### src/rtl/gpib_addr_pkg.sv
package gpib_addr_pkg;

    localparam int CMD_W   = 8;
    localparam int ADDR_W  = 5;
    localparam int NREG    = 2;
    localparam int FLAG_N  = 4;
    localparam logic [CMD_W-1:0] CMD_MASK = {1'b0, {(CMD_W-1){1'b1}}};
    localparam logic [ADDR_W-1:0] ADDR_ONES = '1;

    typedef enum logic [1:0] {
        MODE_SINGLE = 2'b00,
        MODE_DUAL   = 2'b01,
        MODE_EXT    = 2'b10,
        MODE_PASS   = 2'b11
    } addr_mode_e;

    typedef enum logic [2:0] {
        CLS_OTHER,
        CLS_LISTEN,
        CLS_TALK,
        CLS_SEC,
        CLS_UNL,
        CLS_UNT
    } cmd_cls_e;

    typedef struct packed {
        cmd_cls_e          cls;
        logic [ADDR_W-1:0] field;
    } cmd_dec_t;

    typedef struct packed {
        logic [NREG-1:0] listen_hit;
        logic [NREG-1:0] talk_hit;
        logic            sec_talk_ok;
        logic            sec_listen_ok;
    } match_t;

    typedef struct packed {
        logic talk;
        logic listen;
        logic talk_pend;
        logic listen_pend;
        logic minor;
        logic hold;
    } addr_state_t;

    function automatic logic addr_usable(input logic [ADDR_W-1:0] a);
        return a != ADDR_ONES;
    endfunction

    function automatic cmd_dec_t classify(input logic [CMD_W-1:0] raw);
        cmd_dec_t d;
        logic [CMD_W-1:0] b;
        b       = raw & CMD_MASK;
        d.field = b[ADDR_W-1:0];
        unique case (b[6:5])
            2'b01:   d.cls = (b[ADDR_W-1:0] == ADDR_ONES) ? CLS_UNL : CLS_LISTEN;
            2'b10:   d.cls = (b[ADDR_W-1:0] == ADDR_ONES) ? CLS_UNT : CLS_TALK;
            2'b11:   d.cls = CLS_SEC;
            default: d.cls = CLS_OTHER;
        endcase
        return d;
    endfunction

endpackage

### src/rtl/gpib_cmd_decode.sv
module gpib_cmd_decode
    import gpib_addr_pkg::*;
(
    input  logic [CMD_W-1:0] cmd_byte,
    output cmd_dec_t         dec
);
    always_comb dec = classify(cmd_byte);
endmodule

### src/rtl/gpib_addr_match.sv
module gpib_addr_match
    import gpib_addr_pkg::*;
(
    input  addr_mode_e                   mode,
    input  logic [ADDR_W-1:0]            field,
    input  logic [NREG-1:0][ADDR_W-1:0]  regs,
    input  logic [NREG-1:0]              no_talk,
    input  logic [NREG-1:0]              no_listen,
    output match_t                       hit
);
    logic [NREG-1:0] reg_live;

    for (genvar i = 0; i < NREG; i++) begin : g_reg
        // register 0 is always a primary; later ones only in dual mode
        assign reg_live[i] = addr_usable(regs[i]) &&
                             ((i == 0) || (mode == MODE_DUAL));
        assign hit.listen_hit[i] = reg_live[i] && (field == regs[i]) && !no_listen[i];
        assign hit.talk_hit[i]   = reg_live[i] && (field == regs[i]) && !no_talk[i];
    end

    logic sec_eq;
    assign sec_eq            = addr_usable(regs[NREG-1]) && (field == regs[NREG-1]);
    assign hit.sec_talk_ok   = sec_eq && !no_talk[NREG-1];
    assign hit.sec_listen_ok = sec_eq && !no_listen[NREG-1];
endmodule

### src/rtl/gpib_addr_state.sv
module gpib_addr_state
    import gpib_addr_pkg::*;
(
    input  logic        clk,
    input  logic        rst,
    input  logic        take,
    input  cmd_dec_t    dec,
    input  match_t      hit,
    input  addr_mode_e  mode,
    input  logic        sw_valid,
    input  logic        sw_invalid,
    output addr_state_t st,
    output logic        irq
);
    addr_state_t nxt;
    logic        irq_set;
    logic        primary_mode;

    assign primary_mode = (mode == MODE_SINGLE) || (mode == MODE_DUAL);

    always_comb begin
        nxt     = st;
        irq_set = 1'b0;
        if (st.hold) begin
            if (sw_valid) begin
                if (st.talk_pend) nxt.talk = 1'b1;
                if (st.listen_pend) begin
                    nxt.listen = 1'b1;
                    nxt.talk   = 1'b0;
                end
                nxt.talk_pend   = 1'b0;
                nxt.listen_pend = 1'b0;
                nxt.hold        = 1'b0;
            end else if (sw_invalid) begin
                if (st.talk_pend)   nxt.talk   = 1'b0;
                if (st.listen_pend) nxt.listen = 1'b0;
                nxt.talk_pend   = 1'b0;
                nxt.listen_pend = 1'b0;
                nxt.hold        = 1'b0;
            end
        end else if (take) begin
            unique case (dec.cls)
                CLS_UNL: begin
                    nxt.listen      = 1'b0;
                    nxt.talk_pend   = 1'b0;
                    nxt.listen_pend = 1'b0;
                end
                CLS_UNT: begin
                    nxt.talk        = 1'b0;
                    nxt.talk_pend   = 1'b0;
                    nxt.listen_pend = 1'b0;
                end
                CLS_LISTEN: begin
                    nxt.talk_pend   = 1'b0;
                    nxt.listen_pend = 1'b0;
                    if (primary_mode) begin
                        if (|hit.listen_hit) begin
                            nxt.listen = 1'b1;
                            nxt.talk   = 1'b0;
                            nxt.minor  = !hit.listen_hit[0];
                        end
                    end else begin
                        nxt.listen_pend = hit.listen_hit[0];
                    end
                end
                CLS_TALK: begin
                    nxt.talk_pend   = 1'b0;
                    nxt.listen_pend = 1'b0;
                    if (primary_mode) begin
                        if (|hit.talk_hit) begin
                            nxt.talk  = 1'b1;
                            nxt.minor = !hit.talk_hit[0];
                        end else begin
                            nxt.talk = 1'b0;
                        end
                    end else begin
                        nxt.talk_pend = hit.talk_hit[0];
                        if (!hit.talk_hit[0]) nxt.talk = 1'b0;
                    end
                end
                CLS_SEC: begin
                    if (st.talk_pend || st.listen_pend) begin
                        if (mode == MODE_EXT) begin
                            if (st.talk_pend) nxt.talk = hit.sec_talk_ok;
                            if (st.listen_pend) begin
                                if (hit.sec_listen_ok) begin
                                    nxt.listen = 1'b1;
                                    nxt.talk   = 1'b0;
                                end else begin
                                    nxt.listen = 1'b0;
                                end
                            end
                            nxt.talk_pend   = 1'b0;
                            nxt.listen_pend = 1'b0;
                        end else if (mode == MODE_PASS) begin
                            nxt.hold = 1'b1;
                            irq_set  = 1'b1;
                        end
                    end
                end
                default: ;
            endcase
        end
    end

    always_ff @(posedge clk) begin
        if (rst) begin
            st  <= '0;
            irq <= 1'b0;
        end else begin
            st  <= nxt;
            irq <= irq_set;
        end
    end
endmodule

### src/rtl/gpib_status_change.sv
module gpib_status_change #(
    parameter int N = 4
) (
    input  logic         clk,
    input  logic         rst,
    input  logic [N-1:0] flags,
    output logic         pulse
);
    logic [N-1:0] snap;

    always_ff @(posedge clk) begin
        if (rst) begin
            snap  <= '0;
            pulse <= 1'b0;
        end else begin
            snap  <= flags;
            pulse <= |(flags ^ snap);
        end
    end
endmodule

### src/rtl/gpib_addr_recognizer.sv
module gpib_addr_recognizer
    import gpib_addr_pkg::*;
(
    input  logic              clk,
    input  logic              rst,
    input  logic [CMD_W-1:0]  cmd_byte,
    input  logic              cmd_stb,
    input  logic              atn,
    input  logic              cic,
    input  logic [1:0]        addr_mode,
    input  logic [ADDR_W-1:0] addr0,
    input  logic              addr0_no_talk,
    input  logic              addr0_no_listen,
    input  logic [ADDR_W-1:0] addr1,
    input  logic              addr1_no_talk,
    input  logic              addr1_no_listen,
    input  logic              sw_valid,
    input  logic              sw_invalid,
    output logic              talk_addr,
    output logic              listen_addr,
    output logic              talk_pend,
    output logic              listen_pend,
    output logic              minor_sel,
    output logic              addr_chg,
    output logic              pt_irq,
    output logic              ac_hold
);
    addr_mode_e                  mode;
    cmd_dec_t                    dec;
    match_t                      hit;
    addr_state_t                 st;
    logic [NREG-1:0][ADDR_W-1:0] regs;
    logic [NREG-1:0]             no_talk;
    logic [NREG-1:0]             no_listen;
    logic                        take;

    assign mode      = addr_mode_e'(addr_mode);
    assign regs      = {addr1, addr0};
    assign no_talk   = {addr1_no_talk, addr0_no_talk};
    assign no_listen = {addr1_no_listen, addr0_no_listen};
    assign take      = cmd_stb && atn;

    gpib_cmd_decode i_decode (
        .cmd_byte (cmd_byte),
        .dec      (dec)
    );

    gpib_addr_match i_match (
        .mode      (mode),
        .field     (dec.field),
        .regs      (regs),
        .no_talk   (no_talk),
        .no_listen (no_listen),
        .hit       (hit)
    );

    gpib_addr_state i_state (
        .clk        (clk),
        .rst        (rst),
        .take       (take),
        .dec        (dec),
        .hit        (hit),
        .mode       (mode),
        .sw_valid   (sw_valid),
        .sw_invalid (sw_invalid),
        .st         (st),
        .irq        (pt_irq)
    );

    gpib_status_change #(.N(FLAG_N)) i_chg (
        .clk   (clk),
        .rst   (rst),
        .flags ({st.talk, st.listen, cic, st.minor}),
        .pulse (addr_chg)
    );

    assign talk_addr   = st.talk;
    assign listen_addr = st.listen;
    assign talk_pend   = st.talk_pend;
    assign listen_pend = st.listen_pend;
    assign minor_sel   = st.minor;
    assign ac_hold     = st.hold;
endmodule

### config.mk
export PLATFORM = sky130hd
export DESIGN_NAME = gpib_addr_recognizer
export DESIGN_NICKNAME = d
export VERILOG_FILES = /design/src/rtl/gpib_addr_pkg.sv /design/src/rtl/gpib_cmd_decode.sv /design/src/rtl/gpib_addr_match.sv /design/src/rtl/gpib_addr_state.sv /design/src/rtl/gpib_status_change.sv /design/src/rtl/gpib_addr_recognizer.sv
export SDC_FILE = /design/constraint.sdc
export NUM_CORES = 1
export LEC_CHECK = 0
export CAP_MARGIN = 10
export CORE_MARGIN = 2
export CORE_UTILIZATION = 42
export CTS_BUF_LIST = sky130_fd_sc_hd__clkbuf_8 sky130_fd_sc_hd__clkbuf_16
export DETAILED_ROUTE_END_ITERATION = 10
export PLACE_DENSITY = 0.79
export SETUP_SLACK_MARGIN = 0.3
export SLEW_MARGIN = 30
export SYNTH_ARGS = -nofsm -noshare
export SYNTH_HDL_FRONTEND = slang
export SYNTH_SLANG_ARGS = --single-unit
### constraint.sdc
create_clock -name clk -period 2.3 [get_ports clk]
set_input_delay 0.575 -clock clk [delete_from_list [all_inputs] [get_ports clk]]
set_output_delay 0.575 -clock clk [all_outputs]
set_load 0.02 [all_outputs]
==> out/results.tsv <==
stage	metric	value	unit
clock_network	Clock Root Buffer	clkbuf_8	
sta	Total Neg Setup Slack	0	ns
sta	Worst Max-Slew Pin Slew	0.343	ns
floorplan	DIE AREA	2610	um^2
global_route	GRT overflow	0	
clock_network	Sink Count	12	
worst_hold_path	type of the most critical hold path	flip-flop to flip-flop	
sta	Final Hold Vio Count	0	
worst_setup_path	crit path kind	flip-flop to output port	
route	total wire length	2.98	mm
sta	unrepaired setup endpoints after global routing	false	
sta	Period minus WS final	1.97	ns
synthesis	Syn Nets	146	
synthesis	dominant cells by area after synthesis	dfxtp_1, xnor2_1, nor2b_1	
clock_network	# H-tree levels	1	
run_status	status	finished clean	
worst_setup_path	critical path arrival	1.39	ns
placed_design	pre-CTS WS	-0.234	ns
clock_network	clock transition at the registers of the reported paths	0.05	ns
route	total number of vias	1158	
placed_design	gpl congestion	0.904	
synthesis	EDFF count, synth	0	
worst_setup_path	Crit path buffers/inverters	1	
floorplan	overall die height	51.1	um
clock_network	CTS Buffer Depth	2	
worst_setup_path	slowest stage delay, CP	0.66	ns
synthesis	Mapped Avg Cell Area	8.09	um^2
clock_network	Num CTS Buffers	3	
route	initial drt markers	29	
sta	Clock Skews	0.00538	ns
worst_setup_path	R2R Setup Slk	0.55	ns
floorplan	die width	51.1	um
layout	Area growth syn-to-layout	68.3	%
worst_setup_path	Setup crit end kind	output port	
global_route	largest net degree at the start of global routing	13	
worst_setup_path	WP data required	1.73	ns
clock_network	hold_buf cts	0	
sta	Final setup viols	0	
sta	timing-limited maximum frequency	0.509	GHz
synthesis	Syn Std Cell Area	931	um^2
route	remaining routing DRC violations	0	
synthesis	leading area contributor after synthesis	dfxtp_1	
sta	fin. max-slew vios	0	
power_and_ir_drop	static leakage	0.617	nW
synthesis	ys flop type	dfxtp_1	
worst_setup_path	CP max FO	7	
route	Post-DRT Antenna Nets	0	
synthesis	YS warnings	0	
global_route	vias in the first global route	1090	
synthesis	Post-Syn Instances	115	
power_and_ir_drop	PnR Total Power	0.000620	W
floorplan	Initial Utilization	0.433	
power_and_ir_drop	power per standard cell area	396	nW/um^2
route	DR pass1 iterations	4	
synthesis	share of the synthesized area in the top cell type	0.258	
sta	final cycle utilization of the critical path	0.855	
worst_setup_path	CP Cell Sequence	clkdlybuf4s50_1	
global_route	gr usage total	0.230	
synthesis	asr flop ratio synth	0	
sta	Slew HR	0.769	
worst_setup_path	Startpoint Class	flip-flop	
synthesis	post-synthesis sequential area ratio	0.258	
route	WL/cell	15.3	um
worst_setup_path	critical path's top delay family	buffers and inverters	
synthesis	Synth cell types	43	
power_and_ir_drop	VDD IR-drop max	0.339	mV
synthesis	synthesis-stage register bit count	12	
clock_network	Clock Latency Late Sink	0.24	ns
global_route	first-pass GRT wire length	4.59	mm
route	vias per cell	5.94	
floorplan	Top-Level Pins	39	
layout	share of layout cells above drive strength 1	0.263	
flow_run	# Max-Cap Violations	0	
layout	ANT cells	0	
sta	final worst slack	0.334	ns
global_route	initial antenna violation count	0	
floorplan	row count	17	
worst_setup_path	slowest CP cell	clkdlybuf4s50_1	
placed_design	Post-DP HPWL	2.20	mm
clock_network	CTS tree	done	
placed_design	IO buf count	37	
floorplan	core area	2150	um^2
layout	Final #Nets	199	
cell type report:
class	count	area (um^2)
Inverter	3	11.3
Tap cell	28	35.0
Fill cell	164	582
Timing Repair Buffer	51	465
Sequential cell	12	241
Clock buffer	4	55.1
Multi-Input combinational cell	97	758
repair_timing:
| action | in CTS | in global routing |
|---|---|---|
| gates resized for setup | 38 | 17 |
| pin swaps | 15 | 17 |
| setup buffers | 2 | 1 |
| setup endpoints to repair | 5 | 3 |
report_power, final:
group | internal (W) | switching (W)
clock network | 0.000151 | 0.0000753
registers | 0.000213 | 0.00000328
logic | 0.0000919 | 0.0000855
total | 0.000456 | 0.000164
layer usage:
metal | up-vias | track usage | part of all wire
met3 | 12 | 0.0234 | 0.077
met1 | 544 | 0.239 | 0.36
met4 | 0 | 0.0946 | 0.027
met5 | - | 0 | 0
li1 | 538 | - | -
met2 | 64 | 0.459 | 0.53
sequential cells by signal (all words and copies together), names as in the netlist:
name         cells
i_chg.pulse      1
i_chg.snap       4
i_state.irq      1
i_state.st       6
per-stage QoR:
| stage | utilization | instances | cell area (um^2) | hold slack (ns) |
|---|---|---|---|---|
| global route | 0.729 | 195 | 1570 | 0.535 |
| floorplan | - | 115 | 931 | 0.519 |
| CTS | 0.710 | 194 | 1530 | 0.507 |
| finish | 0.729 | 195 | 1570 | 0.509 |
| detailed placement | 0.653 | 188 | 1400 | 0.505 |
| global placement | 0.653 | 188 | 1400 | 0.498 |
cell families after synthesis:
group | count (synthesis) | share of synthesized area
flip-flops | 12 | 0.258
buffers and inverters | 6 | 0.0282
multiplexers | 1 | 0.0121
AND/OR/NAND/NOR | 53 | 0.332
AO/OA/AOI/OAI | 31 | 0.257
XOR/XNOR | 12 | 0.113
worst paths after layout:
path,from,end,cells past startpoint
hold / removal,i_state.st[1],i_chg.snap[0],1
setup / recovery,i_state.st[3],talk_pend,1
hold reg to reg,i_state.st[1],i_chg.snap[0],1
setup reg to reg,i_state.st[3],i_state.st[4],6
Yosys cell counts (3+ instances only):
cell type and count:
o31ai_1 4, nor2b_1 7, nand4_1 4, nand2_1 8
a21oi_1 5, inv_1 3, nor2_1 10, dfxtp_1 12
xnor2_1 12, nor3_1 3, nor4_1 5
cell usage in the layout, fill, tap and decap left out, types with 3 or more instances in the layout:
cell             Yosys  final
nand4_1              4      4
nor2_1              10     10
dfxtp_1             12     11
buf_4                1     14
nor2b_1              7      6
clkdlybuf4s15_1      0      7
o31ai_1              4      4
dlygate4sd2_1        0      4
nor4_1               5      3
a21oi_1              5      5
clkdlybuf4s50_1      0     18
xnor2_1             12     10
clkbuf_8             0      4
dlymetal6s2s_1       0      3
nand2_1              8      7
worst reg2reg max path, stage by stage (launching register included):
cell      delay, ns
dfxtp_1        0.49
nor2_1         0.10
o311a_1        0.35
o21ai_2        0.17
o31a_1         0.26
a21oi_1        0.10
a311oi_1       0.20
(Power assumes the default switching activity.)
